File: src/rtl/xcvr_pkg.sv
package xcvr_pkg;
  typedef enum logic [1:0] {
    DRV_NONE = 2'd0,
    DRV_A    = 2'd1,
    DRV_B    = 2'd2
  } drive_e;

  function automatic drive_e decode_drive(input logic oe_n, input logic dir);
    if (oe_n)     return DRV_NONE;
    else if (dir) return DRV_B;
    else          return DRV_A;
  endfunction
endpackage

File: src/rtl/xcvr_store_reg.sv
module xcvr_store_reg #(
  parameter int W = 8
) (
  input  logic         clk,
  input  logic         rst,
  input  logic         cap,
  input  logic [W-1:0] d,
  output logic [W-1:0] q
);
  always_ff @(posedge clk) begin
    if (rst)      q <= '0;
    else if (cap) q <= d;
  end
endmodule

File: src/rtl/xcvr_lane.sv
module xcvr_lane
  import xcvr_pkg::*;
#(
  parameter int W = 8
) (
  input  logic         clk,
  input  logic         rst,
  input  logic         oe_n,
  input  logic         dir,
  input  logic         sel_ab,
  input  logic         sel_ba,
  input  logic         cap_a,
  input  logic         cap_b,
  input  logic [W-1:0] a_in,
  input  logic [W-1:0] b_in,
  output logic [W-1:0] a_out,
  output logic [W-1:0] b_out,
  output logic         a_oe,
  output logic         b_oe
);
  logic [W-1:0] copy_a, copy_b;
  logic [W-1:0] src_to_a, src_to_b;
  drive_e       drv;

  xcvr_store_reg #(.W(W)) u_copy_a (
    .clk(clk), .rst(rst), .cap(cap_a), .d(a_in), .q(copy_a)
  );
  xcvr_store_reg #(.W(W)) u_copy_b (
    .clk(clk), .rst(rst), .cap(cap_b), .d(b_in), .q(copy_b)
  );

  always_comb begin
    drv      = decode_drive(oe_n, dir);
    src_to_a = sel_ba ? copy_b : b_in;
    src_to_b = sel_ab ? copy_a : a_in;
    a_oe     = (drv == DRV_A);
    b_oe     = (drv == DRV_B);
    a_out    = a_oe ? src_to_a : '0;
    b_out    = b_oe ? src_to_b : '0;
  end


  oe_excl_chk: assert property (@(posedge clk) disable iff (rst)
    !(a_oe && b_oe));


  isolate_chk: assert property (@(posedge clk) disable iff (rst)
    oe_n |-> (!a_oe && !b_oe && a_out == '0 && b_out == '0));


  replay_a_chk: assert property (@(posedge clk) disable iff (rst)
    (b_oe && sel_ab && $past(cap_a) && !$past(rst)) |-> (b_out == $past(a_in)));


  replay_b_chk: assert property (@(posedge clk) disable iff (rst)
    (a_oe && sel_ba && $past(cap_b) && !$past(rst)) |-> (a_out == $past(b_in)));


  hold_a_chk: assert property (@(posedge clk) disable iff (rst)
    (b_oe && sel_ab && $past(b_oe) && $past(sel_ab) && !$past(cap_a) && !$past(rst))
      |-> $stable(b_out));


  live_ab_chk: assert property (@(posedge clk) disable iff (rst)
    (!oe_n && dir && !sel_ab) |-> (b_out == a_in && !a_oe));


  live_ba_chk: assert property (@(posedge clk) disable iff (rst)
    (!oe_n && !dir && !sel_ba) |-> (a_out == b_in && !b_oe));
endmodule

File: src/rtl/xcvr_dual.sv
module xcvr_dual #(
  parameter int LANES  = 2,
  parameter int LANE_W = 8
) (
  input  logic                    clk,
  input  logic                    rst,
  input  logic [LANES-1:0]        oe_n,
  input  logic [LANES-1:0]        dir,
  input  logic [LANES-1:0]        sel_ab,
  input  logic [LANES-1:0]        sel_ba,
  input  logic [LANES-1:0]        cap_a,
  input  logic [LANES-1:0]        cap_b,
  input  logic [LANES*LANE_W-1:0] a_in,
  input  logic [LANES*LANE_W-1:0] b_in,
  output logic [LANES*LANE_W-1:0] a_out,
  output logic [LANES*LANE_W-1:0] b_out,
  output logic [LANES-1:0]        a_oe,
  output logic [LANES-1:0]        b_oe
);
  localparam int BUS_W = LANES * LANE_W;

  for (genvar l = 0; l < LANES; l++) begin : g_lane
    localparam int LO = l * LANE_W;
    xcvr_lane #(.W(LANE_W)) u_lane (
      .clk   (clk),
      .rst   (rst),
      .oe_n  (oe_n[l]),
      .dir   (dir[l]),
      .sel_ab(sel_ab[l]),
      .sel_ba(sel_ba[l]),
      .cap_a (cap_a[l]),
      .cap_b (cap_b[l]),
      .a_in  (a_in[LO +: LANE_W]),
      .b_in  (b_in[LO +: LANE_W]),
      .a_out (a_out[LO +: LANE_W]),
      .b_out (b_out[LO +: LANE_W]),
      .a_oe  (a_oe[l]),
      .b_oe  (b_oe[l])
    );
  end


  quiet_bus_chk: assert property (@(posedge clk) disable iff (rst)
    ((a_oe == '0) |-> (a_out == {BUS_W{1'b0}})));
endmodule

File: config.mk
export PLATFORM = sky130hd
export DESIGN_NAME = xcvr_dual
export DESIGN_NICKNAME = d
export VERILOG_FILES = /design/src/rtl/xcvr_pkg.sv /design/src/rtl/xcvr_store_reg.sv /design/src/rtl/xcvr_lane.sv /design/src/rtl/xcvr_dual.sv
export SDC_FILE = /design/constraint.sdc
export NUM_CORES = 1
export LEC_CHECK = 0
export CORE_ASPECT_RATIO = 2
export CORE_MARGIN = 1.5
export CORE_UTILIZATION = 40
export CTS_CLUSTER_SIZE = 20
export DETAILED_ROUTE_END_ITERATION = 8
export PLACE_DENSITY = 0.8
export SETUP_SLACK_MARGIN = 0.4
export SYNTH_ARGS = -nofsm -noshare
export SYNTH_HDL_FRONTEND = slang
export SYNTH_HIERARCHICAL = 1
export SYNTH_SLANG_ARGS = --single-unit
File: constraint.sdc
create_clock -name clk -period 1.45 [get_ports clk]
set_input_delay 0.3625 -clock clk [delete_from_list [all_inputs] [get_ports clk]]
set_output_delay 0.3625 -clock clk [all_outputs]
set_load 0.05 [all_outputs]
==> metrics.log, run 1 <==
[metrics] status: stopped before the end
[metrics] Exit stage: 5_1_grt
[metrics] first error: [ERROR GRT-0232] Routing congestion too high. Check the congestion heatmap in the GUI.
[metrics] Row Count: 33
[metrics] number of buffers on the longest clock path: 2
[metrics] placed cells: 315
[metrics] port bufs: 81
[metrics] width of the die: 48.9 µm
[metrics] number of clock sinks seen by CTS: 32
[metrics] pin count of the biggest net entering global routing: 33
[metrics] Warnings, synthesis: 6
[metrics] count of state elements after synthesis: 32
[metrics] total overflow reported by the global router: 64
[metrics] overall die height: 94.8 µm
[metrics] routability congestion estimate: 0.761
[metrics] number of antenna violations at the first check in global routing: 1
[metrics] sum of net half-perimeters after detailed placement: 3690 µm
[metrics] number of cells produced by synthesis: 184
[metrics] combined global-route utilization of all metal layers: 65.0%
[metrics] library cell used as clock root buffer: sky130_fd_sc_hd__clkbuf_8
[metrics] Cell Area, Synth: 0.00168 mm²
[metrics] number of I/O pins: 82
[metrics] initial core utilization: 41.2%
[metrics] number of distinct library cells after synthesis: 10
[metrics] Mapped Avg Cell Area: 9.15 µm²
[metrics] Clock H-tree levels: 2
[metrics] cts bufs inserted: 5
[metrics] number of nets in the synthesized netlist: 230
[metrics] pin ending the worst setup path after global-route repair: a_out[14]
[metrics] Worst-path end type: top-level output
[metrics] share of the yosys chip area belonging to registers: 38.0%
==> Yosys cell counts <==
library cell               number  share of area (%)
sky130_fd_sc_hd__mux2i_1       64                 38
sky130_fd_sc_hd__nor2_1        64                 14
sky130_fd_sc_hd__dfxtp_1       32                 38
sky130_fd_sc_hd__buf_6          6                4.0
sky130_fd_sc_hd__buf_1          4               0.89
sky130_fd_sc_hd__buf_4          4                1.8
sky130_fd_sc_hd__inv_2          4               0.89
sky130_fd_sc_hd__buf_2          2               0.59
sky130_fd_sc_hd__nand2b_1       2               0.74
sky130_fd_sc_hd__or2_1          2               0.74
==> timing repair <==
item	4_1_cts
cloned	4
pin swaps	15
endpoints found under the setup margin	67
hold buffers	0
gates resized for setup	152
endpoints found under the hold margin	0
buffers inserted	4
==> kinds of logic after synthesis <==
kind of cell / synth area share, %
DFF: 38.0
muxes: 38.0
buffers and inverters: 8.17
and+or+nand+nor: 15.8
==> layer usage <==
layer,track usage (%),overflow
met1,57.7,0
met2,95.9,33
met5,0,0
met4,86.9,31
met3,27.8,0
==> per-stage QoR <==
step	setup slack, ns	area [µm²]
4_1_cts	-0.152	3910
3_5_place_dp	-0.468	3290
3_3_place_gp	-0.474	3290
2_1_floorplan	0.0665	2010
==> inputs of run 2 (changes only) <==
--- a/config.mk
+++ b/config.mk
@@ -5,13 +5,10 @@
 export SDC_FILE = /design/constraint.sdc
 export NUM_CORES = 1
 export LEC_CHECK = 0
-export CORE_ASPECT_RATIO = 2
 export CORE_MARGIN = 1.5
-export CORE_UTILIZATION = 40
-export CTS_CLUSTER_SIZE = 20
+export CORE_UTILIZATION = 25
 export DETAILED_ROUTE_END_ITERATION = 8
-export PLACE_DENSITY = 0.8
-export SETUP_SLACK_MARGIN = 0.4
+export PLACE_DENSITY_LB_ADDON = 0.15
 export SYNTH_ARGS = -nofsm -noshare
 export SYNTH_HDL_FRONTEND = slang
 export SYNTH_HIERARCHICAL = 1
==> metrics.log, run 2 <==
[metrics] status: finished, violations left (was stopped before the end)
[metrics] failing checks: design-rule violations, negative setup slack
[metrics] number of antenna violations at the first check in global routing: 0
[metrics] critical path data arrival time: 1.13 ns
[metrics] count of state elements after synthesis: 32 (unchanged)
[metrics] buffering stage count on the worst path with inverters included: 3
[metrics] cell type with the highest aggregate area in the netlist: sky130_fd_sc_hd__dfxtp_1 (unchanged)
[metrics] launch point of the worst reg-to-reg path: g_lane[0].u_lane/u_copy_b/q[3]$_SDFFE_PP0P_
[metrics] final count of hold timing violations: 0
[metrics] worst hold path startpoint: a_in[10]
[metrics] capturing element type of the critical path: output pin
[metrics] clock latency at the later pin of the worst-skew pair: 0.27 ns
[metrics] number of I/O pins: 82 (unchanged)
[metrics] setup clock skew after layout: 0 ns
[metrics] Residual DRC: 6
[metrics] overall via count from detail_route: 1,537
[metrics] clock-pin slew of the registers on the worst-case setup and hold paths: 0.07 ns
[metrics] routability congestion estimate: 0.657 (was 0.761)
[metrics] most common cell after layout, fill and taps aside: sky130_fd_sc_hd__mux2i_1
[metrics] number of cells traversed by the worst hold path: 3
[metrics] Period minus WS final: 1.49 ns
[metrics] instance area at placement: 0.00315 mm² (was 0.00329 mm²)
[metrics] Clock H-tree levels: 2 (unchanged)
[metrics] end of the worst register-to-register path: g_lane[0].u_lane/u_copy_b/q[3]$_SDFFE_PP0P_
[metrics] commonest cells in the netlist: sky130_fd_sc_hd__mux2i_1 (64), sky130_fd_sc_hd__nor2_1 (64), sky130_fd_sc_hd__dfxtp_1 (32), sky130_fd_sc_hd__buf_6 (6) (unchanged)
[metrics] leakage power: 1.49 nW
[metrics] Die Outline Area: 0.00724 mm²
[metrics] RSZ-0062 raised after global routing: true
[metrics] final instance area: 0.00354 mm²
[metrics] iteration count of the initial detailed-routing pass: 6
[metrics] Worst Path Max Fanout: 5
[metrics] Max transition margin: 87.9%
[metrics] Slew Viols, Final: 0
[metrics] startpoint types: input pin
[metrics] timing startpoint of the critical path: oe_n[0]
[metrics] sum of net half-perimeters after detailed placement: 3010 µm (was 3690 µm)
[metrics] reg-to-reg setup timing slack: 0.80 ns
[metrics] number of distinct library cells after synthesis: 10 (unchanged)
[metrics] met1 demand-to-capacity share in global routing: 16.0%
[metrics] number of cells produced by synthesis: 184 (unchanged)
[metrics] depth of the critical timing path with buffers and inverters included: 5
[metrics] Final #Nets: 317
[metrics] GR Util met3: 3.70%
[metrics] Mapped Avg Cell Area: 9.15 µm² (unchanged)
[metrics] Final setup violation count: 16
[metrics] worst setup margin: -0.0435 ns
[metrics] number of buffers on the longest clock path: 2 (unchanged)
[metrics] Core Region: 0.00642 mm²
[metrics] First DRT Iteration DRCs: 27
[metrics] overall die height: 85.1 µm (was 94.8 µm)
[metrics] cts bufs inserted: 5 (unchanged)
[metrics] path type of the worst setup path: input pin to output pin
[metrics] top cell type's share of synthesized area: 38.0% (unchanged)
[metrics] share of the yosys chip area belonging to registers: 38.0% (unchanged)
[metrics] gr busiest metal: met2
[metrics] IR drop worst, VDD: 0.384 mV
[metrics] total overflow reported by the global router: 0
[metrics] Hold Path Sink: g_lane[1].u_lane/u_copy_a/q[2]$_SDFFE_PP0P_
[metrics] commonest non-fill, non-tap cells in the layout: sky130_fd_sc_hd__mux2i_1 (46), sky130_fd_sc_hd__buf_12 (45), sky130_fd_sc_hd__nor2_1 (32), sky130_fd_sc_hd__dfxtp_1 (32), sky130_fd_sc_hd__dlygate4sd2_1 (32)
[metrics] worst-path cell with the longest stage delay: sky130_fd_sc_hd__or2_4
[metrics] classification of the worst-slack hold path: input pin to flop
[metrics] required time of the critical path: 1.09 ns
[metrics] via-per-instance ratio: 4.40
[metrics] maximum achievable frequency: 670 MHz
[metrics] fraction of synthesis flops using an asynchronous set or reset pin: 0% (unchanged)
[metrics] pin count of the biggest net entering global routing: 33
[metrics] Sequential cell area: 641 µm²
[metrics] global-route wire length before repair: 7500 µm
[metrics] share of the cycle needed by the critical path after routing: 103%
[metrics] initial core utilization: 26.2% (was 41.2%)
[metrics] count of fill cells added during filler insertion: 576
[metrics] port bufs: 81 (unchanged)
[metrics] number of antenna diodes: 0
[metrics] ys flop type: sky130_fd_sc_hd__dfxtp_1 (unchanged)
[metrics] number of nets in the synthesized netlist: 230 (unchanged)
[metrics] combined global-route utilization of all metal layers: 13.1%
[metrics] average routed wire per standard cell: 12.7 µm
[metrics] max_cap viols: 0
[metrics] post-CTS setup buffer count: 0 (was 4)
[metrics] final cell count without fillers: 349
[metrics] largest registers: g_lane.u_lane/u_copy_a/q (16), g_lane.u_lane/u_copy_b/q (16)
[metrics] placed cells: 339 (was 315)
[metrics] library cell used as clock root buffer: sky130_fd_sc_hd__clkbuf_8 (unchanged)
[metrics] family of cells with the greatest summed delay on the critical path: buffers and inverters
[metrics] leading cell types by total area after synthesis: sky130_fd_sc_hd__dfxtp_1 (38%), sky130_fd_sc_hd__mux2i_1 (38%), sky130_fd_sc_hd__nor2_1 (14%), sky130_fd_sc_hd__buf_6 (4.0%), sky130_fd_sc_hd__buf_4 (1.8%) (unchanged)
[metrics] clock tree from TritonCTS: yes
[metrics] Warnings, synthesis: 6 (unchanged)
[metrics] Row Count: 29 (was 33)
[metrics] critical path, cell by cell: buf_6, or2_4, buf_12, nor2_4, buf_12
[metrics] pre-CTS worst setup slack: -0.484 ns (was -0.468 ns)
[metrics] layout-stage area growth over the synthesis result: 110%
[metrics] met2 GRT Util: 21.9%
[metrics] Crit path top cell by count: sky130_fd_sc_hd__buf_12
[metrics] count of flip-flops with a built-in enable after synthesis: 0 (unchanged)
[metrics] vias in the first global route: 1,594
[metrics] FF-to-FF path depth: 2
[metrics] slew at the pin with the worst max-slew slack: 0.177 ns
[metrics] accumulated negative setup slack: -0.550 ns
[metrics] area of the multi-input gates: 0.00129 mm²
[metrics] ANT nets after route: 0
[metrics] Cell Area, Synth: 0.00168 mm² (unchanged)
[metrics] sum of routed wire length over all layers: 4420 µm
[metrics] fraction of final layout cells sized beyond drive strength 1: 45.2%
[metrics] longest individual stage delay on the worst path: 0.28 ns
[metrics] width of the die: 85.1 µm (was 48.9 µm)
[metrics] number of clock sinks seen by CTS: 32 (unchanged)
[metrics] total power per unit cell area: 724 mW/mm²
run 2: cell counts after synthesis:
Identical to the previous run, type by type.
run 2: metal layers:
metal / wire, µm / share of wire [%]
met3: 314 / 7.1
met5: 0 / 0
met1: 1960 / 44
met4: 38 / 0.86
met2: 2110 / 48
run 2: metrics by stage:
stage               total power, mW  hold WS [ns]  util (%)
floorplan                      1.38         0.460         -
global placement               1.77         0.473      49.1
detailed placement             1.78         0.483      49.1
CTS                            2.59         0.461      54.8
global route                   2.70         0.481      55.1
finish                         2.56         0.469      55.1
run 2: cell families after synthesis:
| group | Yosys count | share of synthesized area (%) |
|---|---|---|
| buffers and inverters | 20 | 8.17 |
| flip-flops | 32 | 38.0 |
| multiplexers | 64 | 38.0 |
| AND/OR/NAND/NOR | 68 | 15.8 |
run 2: how the worst max path moves through the flow:
| stage | slack, ns | endpoint |
|---|---|---|
| finish | -0.04 | a_out[7] |
| global route | -0.07 | a_out[1] |
| CTS | -0.05 | a_out[7] |
| detailed placement | -0.48 | b_out[15] |
| global placement | -0.52 | b_out[15] |
| floorplan | -0.22 | b_out[0] |
run 2: worst register-to-register path: cells and delay by family, from the launching register on:
family,cells,cell delay [ns]
flops,1,0.33
mux,1,0.15
simple gates,1,0.06
run 2: layout make-up:
cell class              count  share of cell area [%]
clock buffers               8                    2.54
inverters                   4                   0.495
multi-input cells         132                    36.5
flip-flops and latches     32                    18.1
well taps                  77                    2.72
repair buffers             96                    39.6
run 2: what timing repair did:
| item | CTS | global route |
|---|---|---|
| cloned | 2 | 0 |
| setup endpoints to repair | 36 | 21 |
| hold buffers | 0 | 0 |
| gates resized for setup | 128 | 5 |
| pin swaps | 34 | 4 |
run 2: where the power goes:
part | switching [mW] | internal (mW) | leakage, nW
clock | 0.320 | 0.387 | 0.0455
combinational | 0.419 | 0.468 | 1.18
sequential | 0.0381 | 0.932 | 0.264
total | 0.777 | 1.79 | 1.49
Power figures use the tool's default switching activity.
==> inputs of run 3 (changes only) <==
--- a/config.mk
+++ b/config.mk
@@ -5,7 +5,7 @@
 export SDC_FILE = /design/constraint.sdc
 export NUM_CORES = 1
 export LEC_CHECK = 0
-export CORE_MARGIN = 1.5
+export CORE_MARGIN = 1
 export CORE_UTILIZATION = 25
 export DETAILED_ROUTE_END_ITERATION = 8
 export PLACE_DENSITY_LB_ADDON = 0.15
==> metrics.log, run 3 (same netlist as run 2, synthesis figures left out) <==
[metrics] Final setup violation count: 17 (was 16)
[metrics] status: finished, violations left (unchanged)
[metrics] RSZ-0062 raised after global routing: true (unchanged)
[metrics] number of antenna violations at the first check in global routing: 0 (unchanged)
[metrics] largest registers: g_lane.u_lane/u_copy_a/q (16), g_lane.u_lane/u_copy_b/q (16) (unchanged)
[metrics] hold-fix buffers at CTS: 0 (unchanged)
[metrics] sum of net half-perimeters after detailed placement: 2980 µm (was 3010 µm)
[metrics] count of fill cells added during filler insertion: 575 (was 576)
[metrics] Worst Path Max Fanout: 5 (unchanged)
[metrics] average routed wire per standard cell: 12.1 µm (was 12.7 µm)
[metrics] failing checks: design-rule violations, negative setup slack (unchanged)
[metrics] max_cap viols: 0 (unchanged)
[metrics] share of the cycle needed by the critical path after routing: 103% (about the same)
[metrics] pre-CTS worst setup slack: -0.428 ns (was -0.484 ns)
[metrics] number of clock sinks seen by CTS: 32 (unchanged)
[metrics] overall die height: 84.1 µm (was 85.1 µm)
[metrics] overall via count from detail_route: 1,549 (was 1,537)
[metrics] combined global-route utilization of all metal layers: 12.5% (was 13.1%)
[metrics] most common cell after layout, fill and taps aside: sky130_fd_sc_hd__mux2i_1 (unchanged)
[metrics] via-per-instance ratio: 4.40 (about the same)
[metrics] ANT nets after route: 0 (unchanged)
[metrics] capturing element type of the critical path: output pin (unchanged)
[metrics] final core area utilization: 55.6% (was 55.1%)
[metrics] layout-stage area growth over the synthesis result: 112% (was 110%)
[metrics] width of the die: 84.1 µm (was 85.1 µm)
[metrics] clock latency at the later pin of the worst-skew pair: 0.27 ns (about the same)
[metrics] vias in the first global route: 1,541 (was 1,594)
[metrics] end of the worst register-to-register path: g_lane[1].u_lane/u_copy_b/q[5]$_SDFFE_PP0P_ (was g_lane[0].u_lane/u_copy_b/q[3]$_SDFFE_PP0P_)
[metrics] critical path data arrival time: 1.13 ns (about the same)
[metrics] Core Region: 0.00642 mm² (unchanged)
[metrics] Slew Viols, Final: 0 (unchanged)
[metrics] Clock H-tree levels: 2 (unchanged)
[metrics] final count of hold timing violations: 0 (unchanged)
[metrics] startpoint types: input pin (unchanged)
[metrics] sum of routed wire length over all layers: 4270 µm (was 4420 µm)
[metrics] Max transition margin: 81.1% (was 87.9%)
[metrics] path type of the worst setup path: input pin to output pin (unchanged)
[metrics] number of cells traversed by the worst hold path: 3 (unchanged)
[metrics] classification of the worst-slack hold path: input pin to flop (unchanged)
[metrics] Hold Path Sink: g_lane[1].u_lane/u_copy_a/q[6]$_SDFFE_PP0P_ (was g_lane[1].u_lane/u_copy_a/q[2]$_SDFFE_PP0P_)
[metrics] clock tree from TritonCTS: yes (unchanged)
[metrics] cts bufs inserted: 5 (unchanged)
[metrics] overall power consumption: 2.57 mW (was 2.56 mW)
[metrics] commonest non-fill, non-tap cells in the layout: sky130_fd_sc_hd__mux2i_1 (45), sky130_fd_sc_hd__buf_12 (43), sky130_fd_sc_hd__nor2_1 (32), sky130_fd_sc_hd__dfxtp_1 (32), sky130_fd_sc_hd__dlygate4sd2_1 (32) (was sky130_fd_sc_hd__mux2i_1 (46), sky130_fd_sc_hd__buf_12 (45), sky130_fd_sc_hd__nor2_1 (32), sky130_fd_sc_hd__dfxtp_1 (32), sky130_fd_sc_hd__dlygate4sd2_1 (32))
[metrics] iteration count of the initial detailed-routing pass: 6 (unchanged)
[metrics] slew at the pin with the worst max-slew slack: 0.284 ns (was 0.177 ns)
[metrics] number of buffers on the longest clock path: 2 (unchanged)
[metrics] launch point of the worst reg-to-reg path: g_lane[1].u_lane/u_copy_b/q[5]$_SDFFE_PP0P_ (was g_lane[0].u_lane/u_copy_b/q[3]$_SDFFE_PP0P_)
[metrics] worst setup margin: -0.0411 ns (was -0.0435 ns)
[metrics] routability congestion estimate: 0.677 (was 0.657)
[metrics] post-CTS setup buffer count: 0 (unchanged)
[metrics] maximum achievable frequency: 671 MHz (was 670 MHz)
[metrics] area of the multi-input gates: 0.00130 mm² (was 0.00129 mm²)
[metrics] total power per unit cell area: 718 mW/mm² (was 724 mW/mm²)
[metrics] pin count of the biggest net entering global routing: 33 (unchanged)
[metrics] Row Count: 29 (unchanged)
[metrics] setup clock skew after layout: 0 ns (unchanged)
[metrics] initial core utilization: 26.2% (unchanged)
[metrics] number of antenna diodes: 0 (unchanged)
[metrics] FF-to-FF path depth: 2 (unchanged)
[metrics] Sequential cell area: 641 µm² (unchanged)
[metrics] library cell used as clock root buffer: sky130_fd_sc_hd__clkbuf_8 (unchanged)
[metrics] global-route wire length before repair: 7120 µm (was 7500 µm)
[metrics] reg-to-reg setup timing slack: 0.79 ns (was 0.80 ns)
[metrics] accumulated negative setup slack: -0.497 ns (was -0.550 ns)
[metrics] IR drop worst, VDD: 0.488 mV (was 0.384 mV)
[metrics] Die Outline Area: 0.00707 mm² (was 0.00724 mm²)
[metrics] First DRT Iteration DRCs: 27 (unchanged)
[metrics] required time of the critical path: 1.09 ns (about the same)
[metrics] Residual DRC: 12 (was 6)
[metrics] total overflow reported by the global router: 0 (unchanged)
[metrics] Final #Nets: 320 (was 317)
[metrics] port bufs: 81 (unchanged)
[metrics] Period minus WS final: 1.49 ns (about the same)
[metrics] leakage power: 1.50 nW (was 1.49 nW)
[metrics] fraction of final layout cells sized beyond drive strength 1: 46.2% (was 45.2%)
[metrics] placed cells: 342 (was 339)
[metrics] final cell count without fillers: 352 (was 349)
[metrics] worst hold path startpoint: a_in[14] (was a_in[10])
[metrics] number of I/O pins: 82 (unchanged)
[metrics] clock-pin slew of the registers on the worst-case setup and hold paths: 0.07 ns (about the same)
run 3: cell count changes in the layout (fill, tap and decap cells not counted):
cell                       delta
sky130_fd_sc_hd__buf_8        +3
sky130_fd_sc_hd__buf_12       -2
sky130_fd_sc_hd__buf_6        +2
sky130_fd_sc_hd__inv_2        +1
sky130_fd_sc_hd__inv_4        -1
sky130_fd_sc_hd__mux2i_1      -1
sky130_fd_sc_hd__mux2i_4      +1
sky130_fd_sc_hd__nand2b_2     +1
sky130_fd_sc_hd__nand2b_4     -1
run 3: where the power goes:
| group | leakage, nW | total [mW] | switching, mW | internal [mW] |
|---|---|---|---|---|
| Clock | 0.0455 | 0.700 | 0.313 | 0.387 |
| Sequential | 0.264 | 0.971 | 0.0389 | 0.932 |
| Combinational | 1.19 | 0.895 | 0.419 | 0.475 |
| Total | 1.50 | 2.57 | 0.772 | 1.79 |
run 3: area by class of cell:
| type | count | share of cell area (%) |
|---|---|---|
| Inverter | 4 | 0.420 |
| Clock buffer | 8 | 2.52 |
| Multi-Input combinational cell | 132 | 36.4 |
| Sequential cell | 32 | 17.9 |
| Tap cell | 77 | 2.70 |
| Timing Repair Buffer | 99 | 40.0 |
run 3: worst max path at each step:
stage            start        end  slack [ns]  depth (start not counted)
4_1_cts        oe_n[1]  a_out[11]       -0.04                          5
3_3_place_gp   oe_n[1]  b_out[10]       -0.42                          4
3_5_place_dp   oe_n[1]  b_out[12]       -0.43                          4
6_report       oe_n[1]   a_out[8]       -0.04                          5
5_1_grt        oe_n[1]  a_out[11]       -0.06                          5
2_1_floorplan  oe_n[0]   b_out[0]       -0.22                          3
run 3: worst max-delay path, cell delays in order:
cell and delay, ns:
sky130_fd_sc_hd__buf_6 0.09, sky130_fd_sc_hd__or2_4 0.27, sky130_fd_sc_hd__buf_12 0.15, sky130_fd_sc_hd__nor2_4 0.10
sky130_fd_sc_hd__buf_12 0.14
run 3: stage by stage:
stage,hold slack [ns],instance area (µm²)
2_1_floorplan,0.460,1800
3_3_place_gp,0.472,3150
3_5_place_dp,0.484,3150
4_1_cts,0.459,3560
5_1_grt,0.486,3570
6_report,0.462,3570
run 3: layer usage:
metal / GRT usage (%) / vias up / wire, µm
met4: 3.76 / 0 / 36
met2: 20.6 / 53 / 1990
met5: 0 / - / 0
met1: 15.4 / 703 / 1900
li1: - / 788 / -
met3: 4.25 / 5 / 336
run 3: repair_timing:
action	in CTS	in global routing
pin swaps	34	1
setup endpoints to repair	36	26
endpoints found under the hold margin	0	0
resized for setup	135	3
cloned	2	0
==> inputs of run 4 (changes only) <==
--- a/config.mk
+++ b/config.mk
@@ -5,11 +5,9 @@
 export SDC_FILE = /design/constraint.sdc
 export NUM_CORES = 1
 export LEC_CHECK = 0
-export CORE_MARGIN = 1
 export CORE_UTILIZATION = 25
 export DETAILED_ROUTE_END_ITERATION = 8
 export PLACE_DENSITY_LB_ADDON = 0.15
 export SYNTH_ARGS = -nofsm -noshare
 export SYNTH_HDL_FRONTEND = slang
-export SYNTH_HIERARCHICAL = 1
 export SYNTH_SLANG_ARGS = --single-unit
==> metrics.log, run 4 <==
[metrics] relative contribution of combinational cells to total power: 35.1% (was 34.9%)
[metrics] met1 demand-to-capacity share in global routing: 16.5% (was 15.4%)
[metrics] Worst Path Max Fanout: 4 (was 5)
[metrics] path type of the worst setup path: input pin to output pin (unchanged)
[metrics] commonest non-fill, non-tap cells in the layout: sky130_fd_sc_hd__mux2i_1 (43), sky130_fd_sc_hd__buf_12 (41), sky130_fd_sc_hd__nor2_1 (32), sky130_fd_sc_hd__dfxtp_1 (32), sky130_fd_sc_hd__dlygate4sd2_1 (32) (was sky130_fd_sc_hd__mux2i_1 (45), sky130_fd_sc_hd__buf_12 (43), sky130_fd_sc_hd__nor2_1 (32), sky130_fd_sc_hd__dfxtp_1 (32), sky130_fd_sc_hd__dlygate4sd2_1 (32))
[metrics] Residual DRC: 14 (was 12)
[metrics] total overflow reported by the global router: 0 (unchanged)
[metrics] Warnings, synthesis: 0 (was 6)
[metrics] number of clock sinks seen by CTS: 32 (unchanged)
[metrics] Mapped Avg Cell Area: 9.09 µm² (was 9.15 µm²)
[metrics] count of state elements after synthesis: 32 (unchanged)
[metrics] failing checks: design-rule violations, negative setup slack (unchanged)
[metrics] fraction of final layout cells sized beyond drive strength 1: 47.3% (was 46.2%)
[metrics] part of the total power dissipated in sequential elements: 37.8% (about the same)
[metrics] pre-CTS worst setup slack: -0.446 ns (was -0.428 ns)
[metrics] RSZ-0062 raised after global routing: true (unchanged)
[metrics] overall via count from detail_route: 1,543 (was 1,549)
[metrics] worst hold margin: 0.463 ns (was 0.462 ns)
[metrics] max_cap viols: 0 (unchanged)
[metrics] total power per unit cell area: 714 mW/mm² (was 718 mW/mm²)
[metrics] sum of routed wire length over all layers: 4320 µm (was 4270 µm)
[metrics] startpoint types: input pin (unchanged)
[metrics] sum of net half-perimeters after detailed placement: 3010 µm (was 2980 µm)
[metrics] critical path data arrival time: 1.14 ns (was 1.13 ns)
[metrics] slew at the pin with the worst max-slew slack: 0.169 ns (was 0.284 ns)
[metrics] Die Outline Area: 0.00713 mm² (was 0.00707 mm²)
[metrics] final count of hold timing violations: 0 (unchanged)
[metrics] required time of the critical path: 1.09 ns (about the same)
[metrics] share of total power consumed by net switching: 30.2% (was 30.1%)
[metrics] number of antenna violations at the first check in global routing: 0 (unchanged)
[metrics] clock-pin slew of the registers on the worst-case setup and hold paths: 0.07 ns (about the same)
[metrics] placed cells: 342 (unchanged)
[metrics] vias in the first global route: 1,530 (was 1,541)
[metrics] number of antenna diodes: 0 (unchanged)
[metrics] number of distinct library cells after synthesis: 10 (unchanged)
[metrics] port bufs: 81 (unchanged)
[metrics] overall die height: 84.4 µm (was 84.1 µm)
[metrics] initial core utilization: 26.3% (was 26.2%)
[metrics] Final #Nets: 324 (was 320)
[metrics] clock tree from TritonCTS: yes (unchanged)
[metrics] combined global-route utilization of all metal layers: 12.8% (was 12.5%)
[metrics] commonest cells in the netlist: sky130_fd_sc_hd__mux2i_1 (64), sky130_fd_sc_hd__nor2_1 (64), sky130_fd_sc_hd__dfxtp_1 (32), sky130_fd_sc_hd__buf_4 (12), sky130_fd_sc_hd__buf_2 (5) (was sky130_fd_sc_hd__mux2i_1 (64), sky130_fd_sc_hd__nor2_1 (64), sky130_fd_sc_hd__dfxtp_1 (32), sky130_fd_sc_hd__buf_6 (6))
[metrics] clock share of power: 27.1% (was 27.3%)
[metrics] ANT nets after route: 0 (unchanged)
[metrics] cell type with the highest aggregate area in the netlist: sky130_fd_sc_hd__dfxtp_1 (unchanged)
[metrics] via-per-instance ratio: 4.33 (was 4.40)
[metrics] GR Util met3: 3.54% (was 4.25%)
[metrics] classification of the worst-slack hold path: input pin to flop (unchanged)
[metrics] switching power: 0.777 mW (was 0.772 mW)
[metrics] ys flop type: sky130_fd_sc_hd__dfxtp_1 (unchanged)
[metrics] final cell count without fillers: 356 (was 352)
[metrics] layout-stage area growth over the synthesis result: 112% (about the same)
[metrics] met2 GRT Util: 20.6% (unchanged)
[metrics] hold-fix buffers at CTS: 0 (unchanged)
[metrics] cts bufs inserted: 5 (unchanged)
[metrics] number of nets in the synthesized netlist: 233 (was 230)
[metrics] clock latency at the later pin of the worst-skew pair: 0.28 ns (was 0.27 ns)
[metrics] top cell type's share of synthesized area: 37.7% (was 38.0%)
[metrics] Slew Viols, Final: 0 (unchanged)
[metrics] library cell used as clock root buffer: sky130_fd_sc_hd__clkbuf_8 (unchanged)
[metrics] leading cell types by total area after synthesis: sky130_fd_sc_hd__dfxtp_1 (38%), sky130_fd_sc_hd__mux2i_1 (38%), sky130_fd_sc_hd__nor2_1 (14%), sky130_fd_sc_hd__buf_4 (5.3%), sky130_fd_sc_hd__buf_2 (1.5%) (was sky130_fd_sc_hd__dfxtp_1 (38%), sky130_fd_sc_hd__mux2i_1 (38%), sky130_fd_sc_hd__nor2_1 (14%), sky130_fd_sc_hd__buf_6 (4.0%), sky130_fd_sc_hd__buf_4 (1.8%))
[metrics] largest registers: g_lane.u_lane.u_copy_a.q (16), g_lane.u_lane.u_copy_b.q (16) (was g_lane.u_lane/u_copy_a/q (16), g_lane.u_lane/u_copy_b/q (16))
[metrics] fraction of synthesis flops using an asynchronous set or reset pin: 0% (unchanged)
[metrics] status: finished, violations left (unchanged)
[metrics] iteration count of the initial detailed-routing pass: 6 (unchanged)
[metrics] First DRT Iteration DRCs: 38 (was 27)
[metrics] Max transition margin: 88.4% (was 81.1%)
[metrics] Row Count: 29 (unchanged)
[metrics] Final setup violation count: 16 (was 17)
[metrics] IR drop worst, VDD: 0.385 mV (was 0.488 mV)
[metrics] pin count of the biggest net entering global routing: 33 (unchanged)
[metrics] gr busiest metal: met2 (unchanged)
[metrics] share of the cycle needed by the critical path after routing: 104% (was 103%)
[metrics] Cell Area, Synth: 0.00170 mm² (was 0.00168 mm²)
[metrics] number of cells produced by synthesis: 187 (was 184)
[metrics] reg-to-reg setup timing slack: 0.82 ns (was 0.79 ns)
[metrics] internal power consumption: 1.80 mW (was 1.79 mW)
[metrics] routability congestion estimate: 0.654 (was 0.677)
[metrics] most common cell after layout, fill and taps aside: sky130_fd_sc_hd__mux2i_1 (unchanged)
[metrics] capturing element type of the critical path: output pin (unchanged)
[metrics] setup clock skew after layout: 0 ns (unchanged)
[metrics] overall power consumption: 2.57 mW (about the same)
[metrics] Period minus WS final: 1.50 ns (was 1.49 ns)
[metrics] count of flip-flops with a built-in enable after synthesis: 0 (unchanged)
[metrics] Clock H-tree levels: 2 (unchanged)
[metrics] width of the die: 84.4 µm (was 84.1 µm)
[metrics] global-route wire length before repair: 7250 µm (was 7120 µm)
[metrics] share of the yosys chip area belonging to registers: 37.7% (was 38.0%)
[metrics] number of I/O pins: 82 (unchanged)
[metrics] worst setup margin: -0.0513 ns (was -0.0411 ns)
[metrics] maximum achievable frequency: 666 MHz (was 671 MHz)
[metrics] leakage power: 1.52 nW (was 1.50 nW)
[metrics] average routed wire per standard cell: 12.1 µm (about the same)
[metrics] number of buffers on the longest clock path: 2 (unchanged)
[metrics] Core Region: 0.00646 mm² (was 0.00642 mm²)
[run 4: cell count changes in the layout (fill, tap and decap cells not counted), sizes merged]
cell	delta
buf	+3
nand2b	+1
[run 4: critical path, cell delays in order]
cell	delay, ns
sky130_fd_sc_hd__buf_6	0.09
sky130_fd_sc_hd__or2_4	0.28
sky130_fd_sc_hd__buf_16	0.15
sky130_fd_sc_hd__nor2_4	0.11
sky130_fd_sc_hd__buf_12	0.14
[run 4: kinds of logic (layout without fill, tap and decap cells)]
logic type,count (synthesis),count (layout),share of synthesized area (%)
simple gates,68,69,15.6
mux,64,64,37.7
flops,32,32,37.7
buf+inv,23,114,8.98
[run 4: final timing paths]
path,startpoint,cells after the start,endpoint
setup / recovery,dir[1],5,a_out[9]
hold reg to reg,g_lane[1].u_lane.u_copy_a.q[0]$_SDFFE_PP0P_,2,g_lane[1].u_lane.u_copy_a.q[0]$_SDFFE_PP0P_
setup reg to reg,g_lane[1].u_lane.u_copy_b.q[1]$_SDFFE_PP0P_,2,g_lane[1].u_lane.u_copy_b.q[1]$_SDFFE_PP0P_
hold / removal,a_in[8],3,g_lane[1].u_lane.u_copy_a.q[0]$_SDFFE_PP0P_
[run 4: repair_timing]
item | in CTS | in global routing
resized for setup | 134 | 13
buffers inserted | 1 | 2
gates cloned | 2 | 1
endpoints found under the setup margin | 36 | 25
pin swaps | 33 | 9
[run 4: stage by stage]
step	TNS (ns)	utilization, %	instance area (µm²)
5_1_grt	-0.892	55.8	3610
6_report	-0.562	55.8	3610
3_3_place_gp	-14.75	48.4	3130
4_1_cts	-0.587	54.6	3520
3_5_place_dp	-14.53	48.4	3130
2_1_floorplan	-3.50	-	1810
[run 4: per-layer routing]
metal	part of all wire [%]	vias to the layer above	wire [µm]
li1	-	795	-
met2	49	51	2100
met4	0.74	0	32
met1	45	693	1950
met5	0	-	0
met3	5.5	4	238
[run 4: layout make-up]
type	instances	area, µm²
Clock buffer	8	90.1
Timing Repair Buffer	102	1420
Inverter	4	15.0
Sequential cell	32	641
Fill cell	571	2850
Multi-Input combinational cell	133	1350
Tap cell	77	96.3
[run 4: power groups by stage]
stage / Clock (mW) / Sequential (mW) / Combinational, mW
3_5_place_dp: 0 / 0.976 / 0.785
3_3_place_gp: 0 / 0.975 / 0.783
5_1_grt: 0.784 / 0.978 / 0.954
4_1_cts: 0.732 / 0.970 / 0.883
6_report: 0.698 / 0.973 / 0.904
2_1_floorplan: 0 / 0.970 / 0.418
